<file path="config.mk">
export PLATFORM = sky130hd
export DESIGN_NAME = blk_erase_seq
export DESIGN_NICKNAME = d
export VERILOG_FILES = /design/src/rtl/ers_pkg.sv /design/src/rtl/ers_timer.sv /design/src/rtl/ers_tries.sv /design/src/rtl/ers_scan.sv /design/src/rtl/blk_erase_seq.sv
export SDC_FILE = /design/constraint.sdc
export NUM_CORES = 1
export LEC_CHECK = 0
export BUFFER_PORTS_ARGS = -buffer_cell sky130_fd_sc_hd__buf_2
export CAP_MARGIN = 15
export CORE_MARGIN = 4
export CORE_UTILIZATION = 27
export CTS_BUF_LIST = sky130_fd_sc_hd__clkbuf_8
export CTS_CLUSTER_SIZE = 10
export DETAILED_ROUTE_END_ITERATION = 6
export PLACE_DENSITY = 0.54
export SLEW_MARGIN = 20
export SYNTH_ARGS = -nofsm -noshare
export SYNTH_HDL_FRONTEND = slang
export SYNTH_SLANG_ARGS = --single-unit
export TNS_END_PERCENT = 10
</file>
<file path="constraint.sdc">
create_clock -name clk -period 6.9 [get_ports clk]
set_clock_uncertainty 0.2 [all_clocks]
set_input_delay 0 -clock clk [delete_from_list [all_inputs] [get_ports clk]]
set_output_delay 0 -clock clk [all_outputs]
set_load 0.01 [all_outputs]
</file>
<file path="src/rtl/ers_pkg.sv">
package ers_pkg;
  typedef enum logic [4:0] {
    S_IDLE, S_UNLK, S_SEL, S_WDG, S_SET, S_PUL, S_HOLD, S_REL, S_WOFF,
    S_CHK, S_VWR, S_VWT, S_VRD, S_VCK, S_XOK, S_XBAD, S_FOK, S_FBAD
  } st_t;

  // control word {unlock, select, wdog, setup, pulse, chk}
  function automatic logic [5:0] ctrl_of(st_t s);
    case (s)
      S_UNLK:                       return 6'b100000;
      S_SEL, S_WOFF, S_XOK, S_XBAD: return 6'b110000;
      S_WDG, S_REL:                 return 6'b111000;
      S_SET, S_HOLD:                return 6'b111100;
      S_PUL:                        return 6'b111110;
      S_CHK, S_VWR, S_VWT,
      S_VRD, S_VCK:                 return 6'b110001;
      default:                      return 6'b000000;
    endcase
  endfunction
endpackage

</file>
<file path="src/rtl/ers_timer.sv">
module ers_timer #(
  parameter int DLY_W = 16
) (
  input  logic             clk,
  input  logic             rst,
  input  logic             load,
  input  logic [DLY_W-1:0] load_val,
  output logic             expired
);
  logic [DLY_W-1:0] cnt;

  always_ff @(posedge clk) begin
    if (rst)            cnt <= '0;
    else if (load)      cnt <= load_val;
    else if (cnt != '0) cnt <= cnt - 1'b1;
  end

  assign expired = (cnt == '0);

  // a loaded count reaches zero by stepping down one per cycle
  assert_step_down_R10: assert property (@(posedge clk) disable iff (rst)
    (!load && !expired) |=> (cnt < $past(cnt)));
endmodule

</file>
<file path="src/rtl/ers_tries.sv">
module ers_tries #(
  parameter int CNT_W = 4
) (
  input  logic             clk,
  input  logic             rst,
  input  logic             clr,
  input  logic             inc,
  input  logic [CNT_W-1:0] limit,
  output logic             retry_ok
);
  logic [CNT_W-1:0] n;

  always_ff @(posedge clk) begin
    if (rst)      n <= '0;
    else if (clr) n <= CNT_W'(1);
    else if (inc) n <= n + 1'b1;
  end

  assign retry_ok = (n < limit);

  // the pass count never goes past the allowed number of passes
  assert_try_bound_R7: assert property (@(posedge clk) disable iff (rst)
    inc |=> (n <= limit));
endmodule

</file>
<file path="src/rtl/ers_scan.sv">
module ers_scan #(
  parameter int ADDR_W = 16,
  parameter int DATA_W = 16
) (
  input  logic              clk,
  input  logic              rst,
  input  logic              load,
  input  logic              step,
  input  logic [ADDR_W-1:0] first,
  input  logic [ADDR_W-1:0] last,
  input  logic [DATA_W-1:0] rdata,
  output logic [ADDR_W-1:0] addr,
  output logic              at_last,
  output logic              word_ok
);
  always_ff @(posedge clk) begin
    if (rst)       addr <= '0;
    else if (load) addr <= first;
    else if (step) addr <= addr + 1'b1;
  end

  assign at_last = (addr == last);
  assign word_ok = &rdata;

  // the scan never walks beyond the last word of the block
  assert_scan_bound_R4: assert property (@(posedge clk) disable iff (rst)
    step |-> !at_last);
endmodule

</file>
<file path="src/rtl/blk_erase_seq.sv">
module blk_erase_seq
  import ers_pkg::*;
#(
  parameter int NUM_BLOCKS = 8,
  parameter int ADDR_W     = 16,
  parameter int DATA_W     = 16,
  parameter int DLY_W      = 16,
  parameter int CNT_W      = 4,
  localparam int IDX_W     = $clog2(NUM_BLOCKS) + 1
) (
  input  logic                  clk,
  input  logic                  rst,
  input  logic                  start,
  input  logic [IDX_W-1:0]      blk_idx,
  input  logic [ADDR_W-1:0]     blk_first,
  input  logic [ADDR_W-1:0]     blk_last,
  input  logic [CNT_W-1:0]      max_tries,
  input  logic [DLY_W-1:0]      t_unlock,
  input  logic [DLY_W-1:0]      t_setup,
  input  logic [DLY_W-1:0]      t_pulse,
  input  logic [DLY_W-1:0]      t_hold,
  input  logic [DLY_W-1:0]      t_release,
  input  logic [DLY_W-1:0]      t_chk_entry,
  input  logic [DLY_W-1:0]      t_read,
  input  logic [DLY_W-1:0]      t_exit,
  input  logic [DATA_W-1:0]     fl_rdata,
  output logic [ADDR_W-1:0]     fl_addr,
  output logic [DATA_W-1:0]     fl_wdata,
  output logic                  fl_we,
  output logic                  fl_re,
  output logic                  flash_unlock,
  output logic                  erase_setup,
  output logic                  erase_pulse,
  output logic                  erase_chk,
  output logic [NUM_BLOCKS-1:0] blk_sel,
  output logic                  wdog_en,
  output logic                  busy,
  output logic                  done,
  output logic                  fail,
  output logic                  illegal
);
  st_t state, state_n;
  logic [IDX_W-1:0]      idx_q;
  logic [ADDR_W-1:0]     first_q, last_q;
  logic [CNT_W-1:0]      max_q;
  logic [DLY_W-1:0]      dly_n;
  logic [NUM_BLOCKS-1:0] sel_vec;
  logic [5:0]            ctrl_n;
  logic legal, tmr_zero, retry_ok, at_last, word_ok;
  logic ld_scan, step_scan, clr_try, inc_try;

  assign legal = (blk_idx < IDX_W'(NUM_BLOCKS));

  ers_timer #(.DLY_W(DLY_W)) u_timer (
    .clk(clk), .rst(rst), .load(state_n != state), .load_val(dly_n),
    .expired(tmr_zero));

  ers_tries #(.CNT_W(CNT_W)) u_tries (
    .clk(clk), .rst(rst), .clr(clr_try), .inc(inc_try), .limit(max_q),
    .retry_ok(retry_ok));

  ers_scan #(.ADDR_W(ADDR_W), .DATA_W(DATA_W)) u_scan (
    .clk(clk), .rst(rst), .load(ld_scan), .step(step_scan),
    .first(first_q), .last(last_q), .rdata(fl_rdata), .addr(fl_addr),
    .at_last(at_last), .word_ok(word_ok));

  for (genvar i = 0; i < NUM_BLOCKS; i++) begin : g_sel
    assign sel_vec[i] = (idx_q == IDX_W'(i));
  end

  always_comb begin
    state_n = state; ld_scan = 1'b0; step_scan = 1'b0;
    clr_try = 1'b0;  inc_try = 1'b0;
    case (state)
      S_IDLE: if (start && legal) begin state_n = S_UNLK; clr_try = 1'b1; end
      S_UNLK: if (tmr_zero) state_n = S_SEL;
      S_SEL:  state_n = S_WDG;
      S_WDG:  state_n = S_SET;
      S_SET:  if (tmr_zero) state_n = S_PUL;
      S_PUL:  if (tmr_zero) state_n = S_HOLD;
      S_HOLD: if (tmr_zero) state_n = S_REL;
      S_REL:  if (tmr_zero) state_n = S_WOFF;
      S_WOFF: begin state_n = S_CHK; ld_scan = 1'b1; end
      S_CHK:  if (tmr_zero) state_n = S_VWR;
      S_VWR:  state_n = S_VWT;
      S_VWT:  if (tmr_zero) state_n = S_VRD;
      S_VRD:  state_n = S_VCK;
      S_VCK: begin
        if (!word_ok)     state_n = S_XBAD;
        else if (at_last) state_n = S_XOK;
        else begin state_n = S_VWR; step_scan = 1'b1; end
      end
      S_XOK:  if (tmr_zero) state_n = S_FOK;
      S_XBAD: if (tmr_zero) begin
        if (retry_ok) begin state_n = S_WDG; inc_try = 1'b1; end
        else state_n = S_FBAD;
      end
      default: state_n = S_IDLE;
    endcase
  end

  always_comb begin
    case (state_n)
      S_UNLK:  dly_n = t_unlock;
      S_SET:   dly_n = t_setup;
      S_PUL:   dly_n = t_pulse;
      S_HOLD:  dly_n = t_hold;
      S_REL:   dly_n = t_release;
      S_CHK:   dly_n = t_chk_entry;
      S_VWT:   dly_n = t_read;
      S_XOK, S_XBAD: dly_n = t_exit;
      default: dly_n = '0;
    endcase
  end

  assign ctrl_n   = ctrl_of(state_n);
  assign fl_wdata = '1;

  always_ff @(posedge clk) begin
    if (rst) begin
      state <= S_IDLE; idx_q <= '0; first_q <= '0; last_q <= '0; max_q <= '0;
      {flash_unlock, erase_setup, erase_pulse, erase_chk, wdog_en} <= '0;
      blk_sel <= '0; fl_we <= 1'b0; fl_re <= 1'b0; busy <= 1'b0;
      done <= 1'b0; fail <= 1'b0; illegal <= 1'b0;
    end else begin
      state        <= state_n;
      flash_unlock <= ctrl_n[5];
      blk_sel      <= ctrl_n[4] ? sel_vec : '0;
      wdog_en      <= ctrl_n[3];
      erase_setup  <= ctrl_n[2];
      erase_pulse  <= ctrl_n[1];
      erase_chk    <= ctrl_n[0];
      fl_we        <= (state_n == S_VWR);
      fl_re        <= (state_n == S_VRD);
      busy         <= (state_n != S_IDLE);
      if (state == S_IDLE && start) begin
        done <= 1'b0; fail <= 1'b0; illegal <= !legal;
        idx_q <= blk_idx; first_q <= blk_first; last_q <= blk_last;
        max_q <= max_tries;
      end
      if (state_n == S_FOK)  done <= 1'b1;
      if (state_n == S_FBAD) fail <= 1'b1;
    end
  end

  // the select never carries more than one bit
  assert_sel_onehot_R2: assert property (@(posedge clk) disable iff (rst)
    $onehot0(blk_sel));
  // unlock comes first, before any other control bit
  assert_unlock_first_R2: assert property (@(posedge clk) disable iff (rst)
    $rose(flash_unlock) |-> (blk_sel == '0 && !erase_setup && !erase_chk));
  // the pulse only runs with setup, watchdog, unlock and one block
  assert_pulse_guard_R3: assert property (@(posedge clk) disable iff (rst)
    erase_pulse |-> (erase_setup && wdog_en && flash_unlock && $onehot(blk_sel)));
  // the pulse rises only after setup was already high
  assert_setup_before_pulse_R3: assert property (@(posedge clk) disable iff (rst)
    $rose(erase_pulse) |-> $past(erase_setup));
  // verify never overlaps the erase bits or the watchdog
  assert_verify_excl_R4: assert property (@(posedge clk) disable iff (rst)
    erase_chk |-> (!erase_setup && !erase_pulse && !wdog_en));
  // strobes happen only inside verify
  assert_strobe_in_verify_R4: assert property (@(posedge clk) disable iff (rst)
    (fl_we || fl_re) |-> erase_chk);
  // success and failure are never reported together
  assert_status_excl_R5: assert property (@(posedge clk) disable iff (rst)
    !(done && fail));
  // a refused request leaves the sequencer quiet
  assert_illegal_quiet_R8: assert property (@(posedge clk) disable iff (rst)
    illegal |-> (!busy && !flash_unlock && blk_sel == '0));
endmodule

</file>
# Word level (Yosys, flattened, before mapping)
# Memories as Yosys holds them, arrays and structs flattened.
# Cells that the tools add are included.
# totals
regBits	100
rom_bits	96
memories	1
# memory_table
memory	depth	word_bits	rd	rd_clocked_by_memory_dff	wr	line	rtl
(no name shown)	16	6	1	0	0	ers_pkg.sv:9	case (s)
# classes
n_addsub	3
order_cmp	2
eq_ne	37
muxes	34
bitwise_logic	1
n_reduce_logical	18
# op_table
op	count
$pmux W16 S8	1
$pmux W5 S16	1
$eq A5 B4 Y1 const B	14
$mux W16	4
$mux W5	12
$eq A5 B3 Y1 const B	8
$add A16 B1 Y16 const B	1
$eq A16 B16 Y1	1
$eq A4 B3 Y1 const B	4
$logic_not A16 Y1	1
$reduce_and A16 Y1	1
$reduce_bool A16 Y1	1
$sub A16 B1 Y16 const B	1
$mux W1	14
$eq A5 B1 Y1 const B	2
$eq A5 B2 Y1 const B	2
$eq A5 B5 Y1 const B	2
$reduce_bool A2 Y1	5
$eq A4 B2 Y1 const B	2
$reduce_or A2 Y1	4
$mux W3	2
$logic_not A5 Y1	1
$ne A5 B5 Y1	1
$reduce_bool A5 Y1	1
other kinds (8)	9

# Depth between registers and ports, before layout
# depth
depth_word	8
mapped_depth	14

# By module
# A second synthesis with hierarchy kept.
# unflattened
cells_unflattened	768
hier_area_um2	6114.6
# by_module_without_submodules
module	n_inst	cells_each	area_per_inst_um2
blk_erase_seq	1	489	3827.4
ers_scan	1	140	1138.6
ers_timer	1	112	902.1
ers_tries	1	27	246.5

# Worst setup path before layout
# No wires, ideal clock.
# synth_timing
path_type	register to register
from	register u_timer.cnt[0]
to	register u_timer.cnt[4]
arrival_ps	2884
required_ps	6573
setup_slack_ps	3689
path_stages_with_launch	12
synth_period_minus_slack_ps	3211
path_cell_list	dfxtp_1 inv_1 ha_1 nor4b_1 nand4_1 or3_1 a21o_1 o21ai_1 nor2_1 a221oi_1 a21oi_1 or3_1
# synth_between
elab_chain_len	7
word_cells_on_any_way	28
# synth_lines
item	line	rtl
from (decl)	ers_timer.sv:10	logic [DLY_W-1:0] cnt;
from (signal assigned)	ers_timer.sv:14	else if (load) cnt <= load_val;
from (signal assigned)	ers_timer.sv:15	else if (cnt != '0) cnt <= cnt - 1'b1;
$logic_not A16 Y1	ers_timer.sv:18	assign expired = (cnt == '0);
$mux W5 (tied with other cells)	blk_erase_seq.sv:94	S_XBAD: if (tmr_zero) begin
$pmux W5 S16	blk_erase_seq.sv:74	case (state)
$eq A5 B4 Y1	blk_erase_seq.sv:103	case (state_n)
$reduce_or A2 Y1	blk_erase_seq.sv:103	
$pmux W16 S8	blk_erase_seq.sv:103	
$mux W16	ers_timer.sv:14	
# Parallel ways exist; a longest one is shown, timed or not. The select of a mux whose other input is x is not followed.
# A chain may end at the register's enable or synchronous reset.

# Worst setup path in the final report
# Ends and elaborated chain as after synthesis.

==> results.cfg <==
[global_route]
antenna_found_initial = 1
gr-total-overflow = 0
grt_pass1_vias = 6529
grt_pass1_wl_microns = 36000
grt_start_max_net_pins = 68
grt.total_usage_pct = 18.8

[cts]
htree_levels = 3
clockBufferDepth = 2
cts_buffers = 9
post-cts-setup-buffers = 0
clkSinkCount = 99
clkTransAtPathRegs_ps = 120
cts_resized = 0
tritoncts = done
cts_root_buf = clkbuf_8
clk_latency_ps = 400

[power]
ir_worst_vdd_mv = 0.146
p_total_mw = 2.76
power_density_nw_per_um2 = 338
leakage_nw = 3.52

[synth]
yosysMostFrequentCell = nand2_1
yosysWarnings = 0
synth_ff_type = dfxtp_1
synthCells = 773
synth-seq-cells = 99
synth_edf_count = 0
syn-cell-area_sq_um = 5820
avgSynthCellArea_sq_um = 7.53
yosysSeqAreaShare_pct = 34.0
yosysUniqueCellTypes = 69
synth_area_leader_cell = dfxtp_1
yosys-top-cells-area = dfxtp_1 34%, nand2_1 8.6%, a21oi_1 5.9%
synthArstFlopShare_pct = 0
synth_top_area_share_pct = 34.0
ys_top_cells_by_count = 133 x nand2_1, 99 x dfxtp_1, 85 x nor2_1

[drt]
wl_met2_microns = 11600
drc = 0
ant_nets = 0
routed-via-count = 6613
viasPerCell = 4.96
first_pass_iters = 5
drt_iter0_drc = 554
routedWlPerCell_microns = 17.7
top_layer = met4
drt-met1-wl_microns = 9720
finalWirelength_microns = 23500
wl_met3_microns = 1650

[place]
routabilityCongestion = 0.916
placed_cells = 1227
hpwl_microns = 17300
placed_cell_area_sq_um = 7050
io_buffers = 221

[floorplanning]
initial_utilization_pct = 27.6
coreArea_sq_um = 21100
dieArea_sq_um = 24000
die_w_microns = 155
fp.dieH_microns = 155
num_io_pins = 238
rows = 53

[timing]
final.setup.tns_ps = 0
post-route-min-period_ps = 5810
rsz0062_at_grt = no
slew-limit-headroom_pct = 26.2
fmax_mhz = 172
finalCritPeriodShare_pct = 84.2
worst_slew_pin_slew_ps = 1110
finalHoldViolCount = 0
drv_slew = 0
finalSetupViolations = 0

[setup_path]
path_delay_family = buffers and inverters
worstSetupPathType = reg2reg
cpPeakStageDelay_ps = 760
required_ps = 7050
worstPathArrival_ps = 5960
cp-end-kind = flop
r2r_setup_slack_ps = 1090
ff2ff_path_depth = 14
r2r_start = u_timer.cnt[0]$_SDFFE_PP0P_
crit_chain = inv_1 -> ha_1 -> nor4b_1 -> nand4_1 -> o21ai_0 -> a21o_1 -> o21ai_2 -> nor2_1 -> a221oi_1 -> dlygate4sd3_1 -> a21oi_1 -> dlygate4sd3_1 -> or3_1 -> dlygate4sd3_1
critPathLaunchType = flop
reg2reg_to = u_timer.cnt[4]$_SDFFE_PP0P_
cp_max_fo = 15
cp_slowest_cell = nor2_1
cp.buffers_inverters = 4
crit_top_cell = dlygate4sd3_1

[cells_and_area]
utilization_pct = 38.7
fill_cells = 2236
nets = 1244
layout-drive-gt1-share_pct = 25.2
stdcell_count = 1332
final_area_sq_um = 8150
area_growth_syn_to_layout_pct = 40.0

[outcome]
status = completed

[worst_hold_path]
hold_class = in2reg
hold_depth = 5
worstHoldEndpoint = illegal$_SDFFE_PP0P_
min_from = start

[job]
drv_cap = 0
## tightest hold or removal path, cell delays in order
cell and delay (ps):
buf_2 90, or4b_1 220, or3_1 140, nand2b_1 130, nor2_1 120
## report_power, final
| part | internal [mW] | total (mW) | switching [mW] | leakage [nW] |
|---|---|---|---|---|
| logic | 0.666 | 1.58 | 0.912 | 2.60 |
| clock network | 0.178 | 0.423 | 0.245 | 0.110 |
| registers | 0.665 | 0.755 | 0.0901 | 0.807 |
| total | 1.51 | 2.76 | 1.25 | 3.52 |
## timing repair
action	4_1_cts	5_1_grt
endpoints found under the hold margin	66	0
hold buffers	88	0
setup endpoints to repair	0	0
## state kept, by name (all words and copies together) (netlist names), 3 cells and up
signal,cells
u_timer.cnt,16
u_scan.addr,16
last_q,16
first_q,16
blk_sel,8
idx_q,3
u_tries.n,4
max_q,4
state,5
## area by class of cell
type / count / area, sq um / area share (%)
diodes: 1 / 2.50 / 0.0307
clock buffers: 9 / 124 / 1.52
repair buffers: 314 / 2020 / 24.8
multi-input cells: 617 / 3540 / 43.4
flip-flops and latches: 99 / 1980 / 24.3
well taps: 275 / 344 / 4.22
inverters: 10 / 37.5 / 0.460
clock inverters: 7 / 97.6 / 1.20
## metal layers
| layer | vias to the layer above | global-route usage [%] |
|---|---|---|
| li1 | 3281 | - |
| met1 | 3047 | 22.8 |
| met2 | 259 | 33.3 |
| met3 | 26 | 4.39 |
| met4 | 0 | 5.26 |
| met5 | - | 0 |
## how the worst max path moves through the flow
stage | startpoint | endpoint | slack [ps] | cells after the start
6_report | u_timer.cnt[0]$_SDFFE_PP0P_ | u_timer.cnt[4]$_SDFFE_PP0P_ | 1090 | 14
5_1_grt | u_timer.cnt[0]$_SDFFE_PP0P_ | u_timer.cnt[4]$_SDFFE_PP0P_ | 730 | 14
4_1_cts | u_timer.cnt[0]$_SDFFE_PP0P_ | u_timer.cnt[4]$_SDFFE_PP0P_ | 800 | 14
3_5_place_dp | u_timer.cnt[0]$_SDFFE_PP0P_ | u_timer.cnt[9]$_SDFFE_PP0P_ | 2360 | 11
3_3_place_gp | u_timer.cnt[0]$_SDFFE_PP0P_ | u_timer.cnt[9]$_SDFFE_PP0P_ | 2510 | 11
2_1_floorplan | u_timer.cnt[0]$_SDFFE_PP0P_ | u_timer.cnt[4]$_SDFFE_PP0P_ | 3690 | 11
## kinds of logic after synthesis
logic type / after synthesis / synth area share [%]
adder cells (fa/ha/maj): 7 / 1.46
flip-flops: 99 / 34.0
buffers and inverters: 72 / 6.23
AND/OR/NAND/NOR: 358 / 29.7
XOR/XNOR: 41 / 6.17
multiplexers: 6 / 1.07
AO/OA/AOI/OAI: 189 / 21.3
other: 1 / 0.0644
## layout by cell type (no fill, tap or decap), drive strengths merged, types with 7 or more instances in the layout
master       count
nand2          134
conb            16
nand2b          11
a211oi           9
xor2            25
xnor2           16
nor3            23
a22oi           19
and3            11
nand3           21
dfxtp           99
clkbuf           9
o21ai           23
or3              9
nand4           10
nor3b            7
a21oi           70
a22o            20
o22ai           15
buf            226
nor4            23
nor2            86
dlygate4sd3     88
inv             12
## per-stage QoR
| step | worst slack [ps] | hold WS, ps |
|---|---|---|
| 2_1_floorplan | 3690 | -64.0 |
| 3_3_place_gp | 2510 | 40.3 |
| 3_5_place_dp | 2360 | 45.2 |
| 4_1_cts | 805 | 130 |
| 5_1_grt | 728 | 162 |
| 6_report | 1090 | 140 |
No activity file was read; power rests on OpenSTA's default activity.
